===== config.mk =====
export PLATFORM = sky130hd
export DESIGN_NAME = xlat_buf
export DESIGN_NICKNAME = d
export VERILOG_FILES = /design/src/rtl/xlat_pkg.sv /design/src/rtl/xlat_cam.sv /design/src/rtl/xlat_victim.sv /design/src/rtl/xlat_trap.sv /design/src/rtl/xlat_buf.sv
export SDC_FILE = /design/constraint.sdc
export NUM_CORES = 1
export LEC_CHECK = 0
export BUFFER_PORTS_ARGS = -buffer_cell sky130_fd_sc_hd__buf_4
export CAP_MARGIN = 0
export CORE_MARGIN = 8
export CORE_UTILIZATION = 53
export CTS_CLUSTER_DIAMETER = 200
export DETAILED_ROUTE_END_ITERATION = 12
export PLACE_DENSITY = 0.86
export SYNTH_ARGS = -nofsm -noshare
export SYNTH_HDL_FRONTEND = slang
export SYNTH_HIERARCHICAL = 1
export SYNTH_SLANG_ARGS = --single-unit
export TNS_END_PERCENT = 50

===== constraint.sdc =====
create_clock -name clk -period 3.27 [get_ports clk]
set_input_delay 0.654 -clock clk [delete_from_list [all_inputs] [get_ports clk]]
set_output_delay 0.654 -clock clk [all_outputs]
set_load 0.02 [all_outputs]

===== src/rtl/xlat_pkg.sv =====
package xlat_pkg;
  typedef enum logic [1:0] {
    ACC_NONE  = 2'd0,
    ACC_FETCH = 2'd1,
    ACC_READ  = 2'd2,
    ACC_WRITE = 2'd3
  } acc_kind_e;
endpackage


===== src/rtl/xlat_cam.sv =====
module xlat_cam #(
  parameter int N     = 8,
  parameter int VPN_W = 23,
  parameter int PPN_W = 9,
  localparam int IDX_W = $clog2(N)
) (
  input  logic             clk,
  input  logic             rst_n,
  input  logic [VPN_W-1:0] look_vpn,
  input  logic             wr_en,
  input  logic [IDX_W-1:0] wr_slot,
  input  logic [VPN_W-1:0] wr_vpn,
  input  logic [PPN_W-1:0] wr_ppn,
  input  logic             clr_all,
  output logic [N-1:0]     match_vec,
  output logic [PPN_W-1:0] hit_ppn,
  output logic             dup_any,
  output logic [IDX_W-1:0] dup_idx,
  output logic [N-1:0]     valid_vec
);
  logic [N-1:0]     dup_vec;
  logic [PPN_W-1:0] ppn_arr [N];

  for (genvar g = 0; g < N; g++) begin : g_ent
    logic             vld_q;
    logic [VPN_W-1:0] vpn_q;
    logic [PPN_W-1:0] ppn_q;
    always_ff @(posedge clk or negedge rst_n) begin
      if (!rst_n) begin
        vld_q <= 1'b0;
        vpn_q <= '0;
        ppn_q <= '0;
      end else if (clr_all) begin
        vld_q <= 1'b0;
      end else if (wr_en && wr_slot == IDX_W'(g)) begin
        vld_q <= 1'b1;
        vpn_q <= wr_vpn;
        ppn_q <= wr_ppn;
      end
    end
    assign valid_vec[g] = vld_q;
    assign match_vec[g] = vld_q && (vpn_q == look_vpn);
    assign dup_vec[g]   = vld_q && (vpn_q == wr_vpn);
    assign ppn_arr[g]   = ppn_q;
  end

  always_comb begin
    hit_ppn = '0;
    dup_idx = '0;
    for (int i = 0; i < N; i++) begin
      if (match_vec[i]) hit_ppn = hit_ppn | ppn_arr[i];
      if (dup_vec[i])   dup_idx = IDX_W'(i);
    end
  end
  assign dup_any = |dup_vec;
endmodule


===== src/rtl/xlat_victim.sv =====
module xlat_victim #(
  parameter int IDX_W = 3
) (
  input  logic             clk,
  input  logic             rst_n,
  input  logic             advance,
  input  logic             clear,
  output logic [IDX_W-1:0] ptr
);
  always_ff @(posedge clk or negedge rst_n) begin
    if (!rst_n)       ptr <= '0;
    else if (clear)   ptr <= '0;
    else if (advance) ptr <= ptr + IDX_W'(1);
  end
endmodule


===== src/rtl/xlat_trap.sv =====
module xlat_trap #(
  parameter int VA_W = 32
) (
  input  logic            clk,
  input  logic            rst_n,
  input  logic            raise,
  input  logic            ack,
  input  logic [VA_W-1:0] in_vaddr,
  input  logic [VA_W-1:0] in_pc,
  input  logic [1:0]      in_kind,
  output logic            pending,
  output logic [VA_W-1:0] f_vaddr,
  output logic [VA_W-1:0] f_pc,
  output logic [1:0]      f_kind
);
  always_ff @(posedge clk or negedge rst_n) begin
    if (!rst_n) begin
      pending <= 1'b0;
      f_vaddr <= '0;
      f_pc    <= '0;
      f_kind  <= '0;
    end else if (pending) begin
      if (ack) pending <= 1'b0;
    end else if (raise) begin
      pending <= 1'b1;
      f_vaddr <= in_vaddr;
      f_pc    <= in_pc;
      f_kind  <= in_kind;
    end
  end
endmodule


===== src/rtl/xlat_buf.sv =====
module xlat_buf #(
  parameter int          VA_W       = 32,
  parameter int          PA_W       = 18,
  parameter int          PAGE_W     = 9,
  parameter int          ENTRIES    = 8,
  parameter logic [31:0] HANDLER_PC = 32'h0000_0100,
  localparam int VPN_W = VA_W - PAGE_W,
  localparam int PPN_W = PA_W - PAGE_W,
  localparam int IDX_W = $clog2(ENTRIES)
) (
  input  logic             clk,
  input  logic             rst_n,
  input  logic             lk_valid,
  input  logic [1:0]       lk_kind,
  input  logic [VA_W-1:0]  lk_vaddr,
  input  logic [VA_W-1:0]  lk_pc,
  output logic [VA_W-1:0]  xl_paddr,
  output logic             xl_hit,
  output logic             xl_miss,
  output logic             trap_pending,
  output logic [VA_W-1:0]  trap_vector,
  output logic [VA_W-1:0]  trap_vaddr,
  output logic [VA_W-1:0]  trap_pc,
  output logic [1:0]       trap_kind,
  input  logic             trap_ack,
  input  logic             sw_we,
  input  logic             sw_use_victim,
  input  logic [IDX_W-1:0] sw_index,
  input  logic [VPN_W-1:0] sw_vpn,
  input  logic [PPN_W-1:0] sw_ppn,
  input  logic             sw_inval_all
);
  import xlat_pkg::*;

  function automatic logic is_external(input logic [VA_W-1:0] va);
    return |va[VA_W-1:PA_W];
  endfunction

  function automatic logic [VA_W-1:0] compose_pa(input logic [PPN_W-1:0] ppn,
                                                 input logic [VA_W-1:0]  va);
    return {{(VA_W-PA_W){1'b0}}, ppn, va[PAGE_W-1:0]};
  endfunction

  // Named internal events, visible to the bound checker
  logic               lookup_live;
  logic               ext_addr;
  logic [ENTRIES-1:0] match_vec;
  logic [ENTRIES-1:0] entry_valid;
  logic [PPN_W-1:0]   hit_ppn;
  logic               dup_any;
  logic [IDX_W-1:0]   dup_idx;
  logic [IDX_W-1:0]   victim;
  logic [IDX_W-1:0]   wr_slot;
  logic               wr_go;
  logic               victim_step;

  assign lookup_live = lk_valid && (lk_kind != ACC_NONE) && !trap_pending;
  assign ext_addr    = is_external(lk_vaddr);
  assign xl_hit      = lookup_live && (!ext_addr || |match_vec);
  assign xl_miss     = lookup_live && ext_addr && !(|match_vec);
  assign xl_paddr    = ext_addr ? compose_pa(hit_ppn, lk_vaddr) : lk_vaddr;

  assign wr_go       = sw_we && !sw_inval_all;
  assign wr_slot     = dup_any ? dup_idx : (sw_use_victim ? victim : sw_index);
  assign victim_step = wr_go && sw_use_victim && !dup_any;
  assign trap_vector = trap_pending ? HANDLER_PC : '0;

  xlat_cam #(.N(ENTRIES), .VPN_W(VPN_W), .PPN_W(PPN_W)) u_cam (
    .clk       (clk),
    .rst_n     (rst_n),
    .look_vpn  (lk_vaddr[VA_W-1:PAGE_W]),
    .wr_en     (wr_go),
    .wr_slot   (wr_slot),
    .wr_vpn    (sw_vpn),
    .wr_ppn    (sw_ppn),
    .clr_all   (sw_inval_all),
    .match_vec (match_vec),
    .hit_ppn   (hit_ppn),
    .dup_any   (dup_any),
    .dup_idx   (dup_idx),
    .valid_vec (entry_valid)
  );

  xlat_victim #(.IDX_W(IDX_W)) u_victim (
    .clk     (clk),
    .rst_n   (rst_n),
    .advance (victim_step),
    .clear   (sw_inval_all),
    .ptr     (victim)
  );

  xlat_trap #(.VA_W(VA_W)) u_trap (
    .clk      (clk),
    .rst_n    (rst_n),
    .raise    (xl_miss),
    .ack      (trap_ack),
    .in_vaddr (lk_vaddr),
    .in_pc    (lk_pc),
    .in_kind  (lk_kind),
    .pending  (trap_pending),
    .f_vaddr  (trap_vaddr),
    .f_pc     (trap_pc),
    .f_kind   (trap_kind)
  );
endmodule


### Word level (Yosys, flattened, before mapping)

Index checks and enable logic that the tools add are counted.
W data, S select, Z words.

* bits in registers: 334
* latch bits: 0
* memory bits (writable): 0
* ROM bits: 0
* bits of input ports: 108
* output and inout bits: 133
* word-level logic and storage cells: 163
* memories kept: 0

* $add $sub $neg: 1
* multipliers: 0
* div/mod/pow operators: 0
* magnitude comparators: 0
* eq/ne operators: 23
* shifts and indexed selects: 0
* muxes and demuxes: 40
* bitwise operators: 9
* reductions and logical operators: 61

Operators with widths (count)
* $eq A23 B23 Y1: 16
* $mux W9: 9
* $or A9 B9 Y9: 7
* $logic_and A1 B1 Y1: 32
* $mux W32: 1
* $mux W3: 8
* $mux W1: 20
* $reduce_bool A2 Y1: 10
* $reduce_and A2 Y1: 9
* $reduce_or A8 Y1: 2
* $reduce_or A14 Y1: 1
* $eq A3 B3 Y1 const B: 4
* $eq A3 B2 Y1 const B: 2
* $logic_not A1 Y1: 5
* $mux W2: 2
* $add A3 B1 Y3 const B: 1
* $eq A3 B1 Y1 const B: 1
* $logic_not A3 Y1: 1
* $not A1 Y1: 2
* $logic_or A1 B1 Y1: 1

### Depth between registers and ports, before layout

Gate-level depths: netlist (run 1).

* depth after elaboration: 18
* depth in mapped cells: 16
* depth with buffers taken out: 12

### Modules after synthesis

The synthesis (run 1) kept the hierarchy.

By module, submodules not included
* xlat_cam: times used 1, cells an instance 1199, area an instance 14755.4 µm², sequential area each 6606.3 µm²
* xlat_trap: times used 1, cells an instance 143, area an instance 2707.6 µm², sequential area each 1676.6 µm²
* xlat_buf: times used 1, cells an instance 88, area an instance 700.7 µm², sequential area each 0.0 µm²
* xlat_victim: times used 1, cells an instance 11, area an instance 136.4 µm², sequential area each 75.1 µm²

### Worst setup path after synthesis (run 1)

OpenSTA, ideal clock, no wires.

* path kind: input to register
* start: input sw_vpn[16]
* end: register u_cam.g_ent[3].ppn_q[1]
* setup time: 0.125 ns
* arrival: 3.447 ns
* data required time: 3.145 ns
* path slack: -0.302 ns
* stages: 13
* buffers on the path: 4
* cells stage by stage: buf_2 clkbuf_1 xnor2_1 nand4_1 or3_1 nand3b_1 nand4b_1 o21ai_0 nor3b_1 and3_1 clkbuf_1 buf_2 mux2_2

* elaborated cells on any way between the ends: 28
* classes of those cells: eq/ne (9); mux (8); reduce/logical (11)

RTL lines
* start, declared: RTL line xlat_buf.sv:29 `input logic [VPN_W-1:0] sw_vpn,`
* $eq A23 B23 Y1: RTL line xlat_cam.sv:43 `assign dup_vec[g] = vld_q && (vpn_q == wr_vpn);`
* $logic_and A1 B1 Y1: RTL line xlat_cam.sv:43
* $mux W3 (3 in a row): RTL line xlat_cam.sv:52 `if (dup_vec[i]) dup_idx = IDX_W'(i);`
* $mux W3 *: RTL line xlat_cam.sv:52
* named net dup_idx[2]: RTL line xlat_buf.sv:51 `logic [IDX_W-1:0] dup_idx;`
* $mux W3 *: RTL line xlat_buf.sv:64 `assign wr_slot = dup_any ? dup_idx : (sw_use_victim ? victim : sw_index);`
* named net wr_slot[2]: RTL line xlat_buf.sv:53 `logic [IDX_W-1:0] wr_slot;`
* $eq A3 B2 Y1 *: RTL line xlat_cam.sv:35 `end else if (wr_en && wr_slot == IDX_W'(g)) begin`
* $logic_and A1 B1 Y1 *: RTL line xlat_cam.sv:35
* $reduce_and A2 Y1 (no line) *
* end signal, assigned: RTL line xlat_cam.sv:38 `ppn_q <= wr_ppn;`
* end, declared: RTL line xlat_cam.sv:27 `logic [PPN_W-1:0] ppn_q;`

The timed path passes the listed nets; every way through them passes the cells marked *.
A chain may end at the register's enable or synchronous reset.

### Worst setup path in the final report (run 1)

* start: input sw_vpn[7]
* end: register u_cam.g_ent[1].vpn_q[11]

* elaborated cells on any way between the ends: 28
* classes of those cells: eq/ne (9); mux (8); reduce/logical (11)

RTL lines
* $eq A23 B23 Y1: RTL line xlat_cam.sv:43
* $logic_and A1 B1 Y1: RTL line xlat_cam.sv:43
* $mux W3 (3 in a row): RTL line xlat_cam.sv:52
* $mux W3 *: RTL line xlat_cam.sv:52
* named net dup_idx[2]: RTL line xlat_buf.sv:51
* $mux W3 *: RTL line xlat_buf.sv:64
* named net wr_slot[2]: RTL line xlat_buf.sv:53
* $eq A3 B1 Y1 *: RTL line xlat_cam.sv:35
* $logic_and A1 B1 Y1 *: RTL line xlat_cam.sv:35
* $reduce_and A2 Y1 (no line) *
* end signal, assigned: RTL line xlat_cam.sv:37 `vpn_q <= wr_vpn;`
* end, declared: RTL line xlat_cam.sv:26 `logic [VPN_W-1:0] vpn_q;`

Marks and branches as above.

==> impl_metrics.toml, run 1 <==
[outcome]
outcome = "complete, but fails checks"
violations = "negative setup slack"

[route]
drcViolationCount = 0
viasPerCell = 6.71
postRouteAntennaNets = 0
drtIter0Drc = 2248
drtPass1Iterations = 6
wl_per_cell_um = 34.2
wl_um = 79200
vias = 15500

[min_path]
hp-start = "trap_ack"
hold_depth = 2
worstHoldEndpoint = "u_trap/pending"
hold_class = "in -> reg"

[final_layout]
syn2layout_area_growth_pct = 34.7
nets = 1938
drive_gt1_share_pct = 50.1
nFillCells = 1929

[worst_setup_path]
arrival_ns = 4.46
cp_max_fo = 9
reg2reg_from = "u_cam/g_ent[7].vpn_q[16]"
cp-start-kind = "input pin"
path_class = "in -> reg"
rr_endpoint = "u_cam/g_ent[1].vpn_q[11]"
end_kind = "flop"
worst_ep_required_time_ns = 3.70
r2r_cells = 15
regToRegSetupSlack_ns = -0.74

[sta]
hold_violations = 0
skew_ns = 0.0214
max_freq_mhz = 248
fin_hold_ws_ns = 0.296
worst_pin_slew_ns = 1.11
relSlewSlack_pct = 24.0
setup_viol = 315
min_period_over_period_pct = 123
rsz0062_at_grt = "yes"
worst_slack_ns = -0.757
period_minus_slack_ns = 4.03
finalMaxSlewViolations = 0

[place]
dp_hpwl_um = 41400
port_buffers = 195
place.gp.congestion = 0.963
place_ws_ns = -0.622

[power_and_ir_drop]
p_comb_share_pct = 32.9
p_int_mw = 10.4
power_frac_clock_pct = 28.7
p_leak_nw = 11.7
p_seq_share_pct = 38.4
p_per_area_nw_per_um2 = 647
ir_worst_vdd_mv = 0.529
p_total_mw = 15.9
sw_frac_of_total_pct = 34.4
p_switching_mw = 5.46

[clock_network]
clock_latency_ns = 0.55
cts-root-buf = "clkbuf_16"
htreeDepth = 2
cts_tree = "done"
clock_sinks = 334
cts_buffer_depth = 3
numCtsBuffers = 38
clk_pin_slew_ns = 0.06

[floorplanning]
fp.dieW_um = 202
start_util_pct = 53.3
dieHeight_um = 202
rows = 68
io_pins = 241
core_area_um2 = 34200
dieArea_um2 = 40600

[synthesis]
netlist_instances = 1433
yosysWarnings = 6
synth.avg_cell_area_um2 = 12.7
syn_area_um2 = 18200

[grt]
first_global_vias = 15600
grt.overflow.total = 0
antenna_found_initial = 4
grt_max_degree = 108
grt_pass1_wl_um = 102000
gr-usage-all-layers_pct = 33.0

[run]
cap_violations = 0
## registers in the layout, indices dropped and copies added, names as in the netlist
name               flops
u_cam/g_ent.ppn_q     72
u_cam/g_ent.vld_q      8
u_cam/g_ent.vpn_q    184
u_trap/f_kind          2
u_trap/f_pc           32
u_trap/f_vaddr        32
u_trap/pending         1
u_victim/ptr           3
## power by group through the flow
stage	clock network (mW)	registers, mW	logic [mW]
after global placement	0	5.91	4.42
after detailed placement	0	5.99	4.55
after global routing	4.74	6.17	5.35
final	4.56	6.10	5.23
after floorplan	0	6.36	2.33
after CTS	4.52	5.96	4.73
## worst max-delay path, cell delays in order
cell      delay [ns]
buf_4           0.16
buf_4           0.27
xor2_1          0.13
nor4_1          0.63
nand4_1         0.27
or3_1           0.43
nand3b_1        0.14
nand4b_1        0.19
buf_4           0.15
o21ai_4         0.07
nor3b_2         0.29
buf_4           0.19
buf_6           0.09
nand3b_1        0.14
buf_6           0.20
buf_12          0.15
mux2_4          0.30
## layer usage
metal	up-vias	track usage (%)	wire length (µm)
met5	-	0	64
met4	4	24.0	7810
met3	664	11.6	11700
met2	1550	50.2	34200
met1	7598	38.2	25400
li1	5701	-	-
## area by class of cell
cell class                      count  area [µm²]  area share (%)
Antenna cell                        2        5.00          0.0204
Inverter                            6        22.5          0.0917
Multi-Input combinational cell    977        9780            39.8
Clock buffer                       53        1120            4.55
Tap cell                          455         569            2.32
Sequential cell                   334        8360            34.0
Clock inverter                     15         191           0.779
Timing Repair Buffer              472        4530            18.4
## metrics by stage
step,util (%),cell area [µm²],cells,TNS [ns]
after floorplan,-,18500,1477,-9.23
after CTS,69.7,23900,2289,-13.51
after global placement,62.3,21300,2179,-128.05
after detailed placement,62.3,21300,2179,-154.67
final,71.8,24600,2314,-169.89
after global routing,71.8,24600,2312,-189.35
## cell usage in the layout (no fill, tap or decap), types with 5 or more instances in the layout
cell / n
conb_1: 45
nand3_1: 9
a221oi_2: 6
dfrtp_1: 334
mux2_2: 152
clkinv_2: 6
buf_16: 10
clkbuf_1: 5
a22o_1: 9
buf_4: 377
buf_6: 31
nand4_1: 51
nor4_2: 18
a22oi_1: 15
nor4_1: 48
buf_12: 37
xor2_1: 235
clkbuf_16: 47
xnor2_1: 130
a21o_1: 5
inv_1: 6
mux2_4: 179
nor3_4: 7
clkbuf_8: 9
buf_8: 8
## how the worst max path moves through the flow
stage                                  start                        to  slack [ns]
floorplan                         sw_vpn[12]   u_cam/g_ent[0].ppn_q[1]        -0.1
global placement                   sw_vpn[9]   u_cam/g_ent[3].ppn_q[8]       -0.52
detailed placement                 sw_vpn[5]  u_cam/g_ent[3].vpn_q[14]       -0.62
CTS                 u_cam/g_ent[3].vpn_q[17]              xl_paddr[12]       -0.27
global route                    lk_vaddr[18]                   xl_miss       -0.91
finish                             sw_vpn[7]  u_cam/g_ent[1].vpn_q[11]       -0.76
## timing repair
item / 4_1_cts / 5_1_grt
cloned: 17 / 9
endpoints found under the hold margin: 27 / 0
endpoints found under the setup margin: 269 / 276
buffers inserted: 24 / 22
hold buffers: 1 / 0
gates resized for setup: 159 / 115
pin swaps: 25 / 27
(Power assumes the default switching activity.)
==> run 2: changes to the inputs <==
--- a/config.mk
+++ b/config.mk
@@ -14,6 +14,5 @@
 export PLACE_DENSITY = 0.86
 export SYNTH_ARGS = -nofsm -noshare
 export SYNTH_HDL_FRONTEND = slang
-export SYNTH_HIERARCHICAL = 1
 export SYNTH_SLANG_ARGS = --single-unit
 export TNS_END_PERCENT = 50
==> run 2 against run 1 <==
- sequential power about the same
- synthesized cell count up 0.98%
- count of clock-buffer cells in the layout grew 2
- largest cell class unchanged
- synthesized area is 0.32% lower
- worst hold slack worse by 0.21 ns
- worst setup slack better by 0.34 ns
- via count fell by 5.5%
- critical endpoint is now xl_paddr[9]
- the flow still finishes with violations (negative setup slack)
- flip-flop and latch count stayed put
- register-to-register slack gained 0.40 ns
- first-iteration DRC count is 26% lower
- design area decreased by 2.5%
==> impl_metrics.toml, run 2 <==
[synthesis]
synthFlopType = "dfrtp_1"
syn_area_um2 = 18200
ys_ff_latch = 334
synth_top_cell_area_share_pct = 46.0
ys_types = 53
synth_top_cell_by_area = "dfrtp_1"
ys_top_cells_by_area = "dfrtp_1 (46%), mux2_2 (17%), xor2_1 (11%)"
synthArstFlopShare_pct = 100
synth_edf_count = 0
synth.avg_cell_area_um2 = 12.6
netlist_instances = 1447
synth_common_cells = "dfrtp_1 (334), mux2_2 (275), xor2_1 (224), xnor2_1 (145), buf_4 (80)"
yosysMostFrequentCell = "dfrtp_1"
yosysWarnings = 0
ys_seq_area_share_pct = 46.0

[route]
viasPerCell = 6.38
wl_met3_um = 8420
drtIter0Drc = 1667
wl_um = 69500
postRouteAntennaNets = 0
top_layer_used = "met5"
wl_per_cell_um = 30.2
drtPass1Iterations = 8
drcViolationCount = 0
vias = 14700
wl_met2_um = 31800
wirelength_met1_um = 24000

[sta]
max_freq_mhz = 271
hold_violations = 0
setup_viol = 273
finalMaxSlewViolations = 0
relSlewSlack_pct = 43.5
worst_slack_ns = -0.415
worst_pin_slew_ns = 0.839
min_period_over_period_pct = 113
rsz0062_at_grt = "yes"
skew_ns = 0.0299
period_minus_slack_ns = 3.68

[final_layout]
layout_common_cells = "buf_4 (364), dfrtp_1 (332), mux2_2 (222)"
reg.largest.list = "u_cam.g_ent.vpn_q x184, u_cam.g_ent.ppn_q x72"
nets = 1924
largest-register = "u_cam.g_ent.vpn_q"
largest_register_ffs = 184
multiInputGateArea_um2 = 9480
layout_commonest_cell = "buf_4"
seq_area_um2 = 8360
syn2layout_area_growth_pct = 31.7
drive_gt1_share_pct = 48.0
antenna_cells = 0
nFillCells = 2148

[place]
place_ws_ns = -0.648
dp_hpwl_um = 42900
place.gp.congestion = 0.944
port_buffers = 195

[clock_network]
htreeDepth = 2
clk_pin_slew_ns = 0.06
cts-root-buf = "clkbuf_16"
cts_buffer_depth = 3
clock_sinks = 334
cts_tree = "done"
clock_latency_ns = 0.54
numCtsBuffers = 38

[grt]
grt_pass1_wl_um = 93900
grt_max_degree = 83
grt.overflow.total = 0
first_global_vias = 14700
gr-usage-all-layers_pct = 30.3
antenna_found_initial = 4

[floorplanning]
dieHeight_um = 201
start_util_pct = 53.2
fp.dieW_um = 201
io_pins = 241
core_area_um2 = 34200
dieArea_um2 = 40500
rows = 68

[power_and_ir_drop]
p_leak_nw = 11.1
p_per_area_nw_per_um2 = 622
ir_worst_vdd_mv = 0.407
p_total_mw = 14.9

[worst_setup_path]
cp_max_fo = 9
crit_chain = "buf_4, xor2_1, nor4_2, nand4_1, nor3_2, buf_6, buf_4, a221oi_1, a31oi_1, buf_4"
arrival_ns = 3.03
cpMaxStageDelayCell = "dfrtp_1"
cp-start-kind = "flop"
path_class = "reg -> out"
cpPeakStageDelay_ns = 0.41
end_kind = "output pin"
worst_ep_required_time_ns = 2.62
crit_top_cell = "buf_4"

[outcome]
violations = "negative setup slack"
outcome = "complete, but fails checks"

[run]
cap_violations = 0

[min_path]
hold_class = "in -> async"
==> run 2: worst paths after layout <==
check / start / slack (ns) / end / cells after the start
hold / removal: rst_n / 0.09 / u_trap.f_pc[11] / 1
hold reg to reg: u_trap.f_pc[27] / 0.51 / u_trap.f_pc[27] / 1
min in group clk: trap_ack / 0.32 / u_trap.pending / 2
max in group asynchronous: rst_n / 2.25 / u_cam.g_ent[3].vpn_q[7] / 2
setup / recovery: u_cam.g_ent[2].vpn_q[13] / -0.41 / xl_paddr[9] / 10
setup reg to reg: u_cam.g_ent[3].vpn_q[6] / -0.34 / u_cam.g_ent[1].vpn_q[10] / 14
==> run 2: cells by family (layout without fill, tap and decap cells) <==
| kind of cell | Yosys count | after routing | synth area share, % |
|---|---|---|---|
| xor gates and xnor gates | 369 | 369 | 17.8 |
| DFF | 334 | 334 | 46.0 |
| muxes | 327 | 327 | 20.8 |
| and+or+nand+nor | 175 | 175 | 5.81 |
| buffers and inverters | 169 | 522 | 6.33 |
| AOI/OAI and AO/OA | 71 | 71 | 3.20 |
| adders and majority gates | 1 | 1 | 0.0688 |
| other | 1 | 45 | 0.0206 |
==> run 2: final cells by class <==
cell class              count  share of cell area, %
flip-flops and latches    334                   34.9
inverters                   9                  0.141
multi-input cells         988                   39.6
clock buffers              55                   4.62
well taps                 455                   2.38
repair buffers            444                   17.5
clock inverters            14                  0.815
==> run 2: worst max-delay path: cells and delay by family, from the launching register on <==
kind,cells,cell delay (ns)
AND/OR/NAND/NOR,3,0.83
buffers and inverters,4,0.69
flip-flops,1,0.41
AO/OA/AOI/OAI,2,0.38
XOR/XNOR,1,0.16
==> run 2: what timing repair did <==
item	4_1_cts	5_1_grt
cloned	5	12
endpoints found under the setup margin	193	325
resized for setup	61	97
buffers inserted	13	17
hold buffers	0	0
pin swaps	37	32
==> run 2: routing by layer <==
layer  global-route usage, %  vias to the layer above
met1                    36.3                     7301
met2                    48.7                     1237
met3                    8.59                      398
li1                        -                     5722
met5                       0                        -
met4                    16.8                        6
==> run 2: power by group <==
group          total, mW  internal (mW)  switching, mW
registers           6.13           5.11           1.02
logic               4.27           2.21           2.06
clock network       4.49           2.68           1.81
total               14.9           10.0           4.90
==> run 2: through the flow <==
step | utilization, % | cells | hold slack (ns) | setup TNS [ns] | area [µm²]
after floorplan | - | 1491 | 0.358 | -2.99 | 18500
after global placement | 62.4 | 2186 | 0.487 | -146.23 | 21300
after detailed placement | 62.4 | 2186 | 0.493 | -145.95 | 21300
after CTS | 67.7 | 2273 | 0.126 | -6.95 | 23100
after global routing | 70.0 | 2299 | 0.150 | -85.25 | 23900
final | 70.0 | 2299 | 0.0851 | -61.68 | 23900
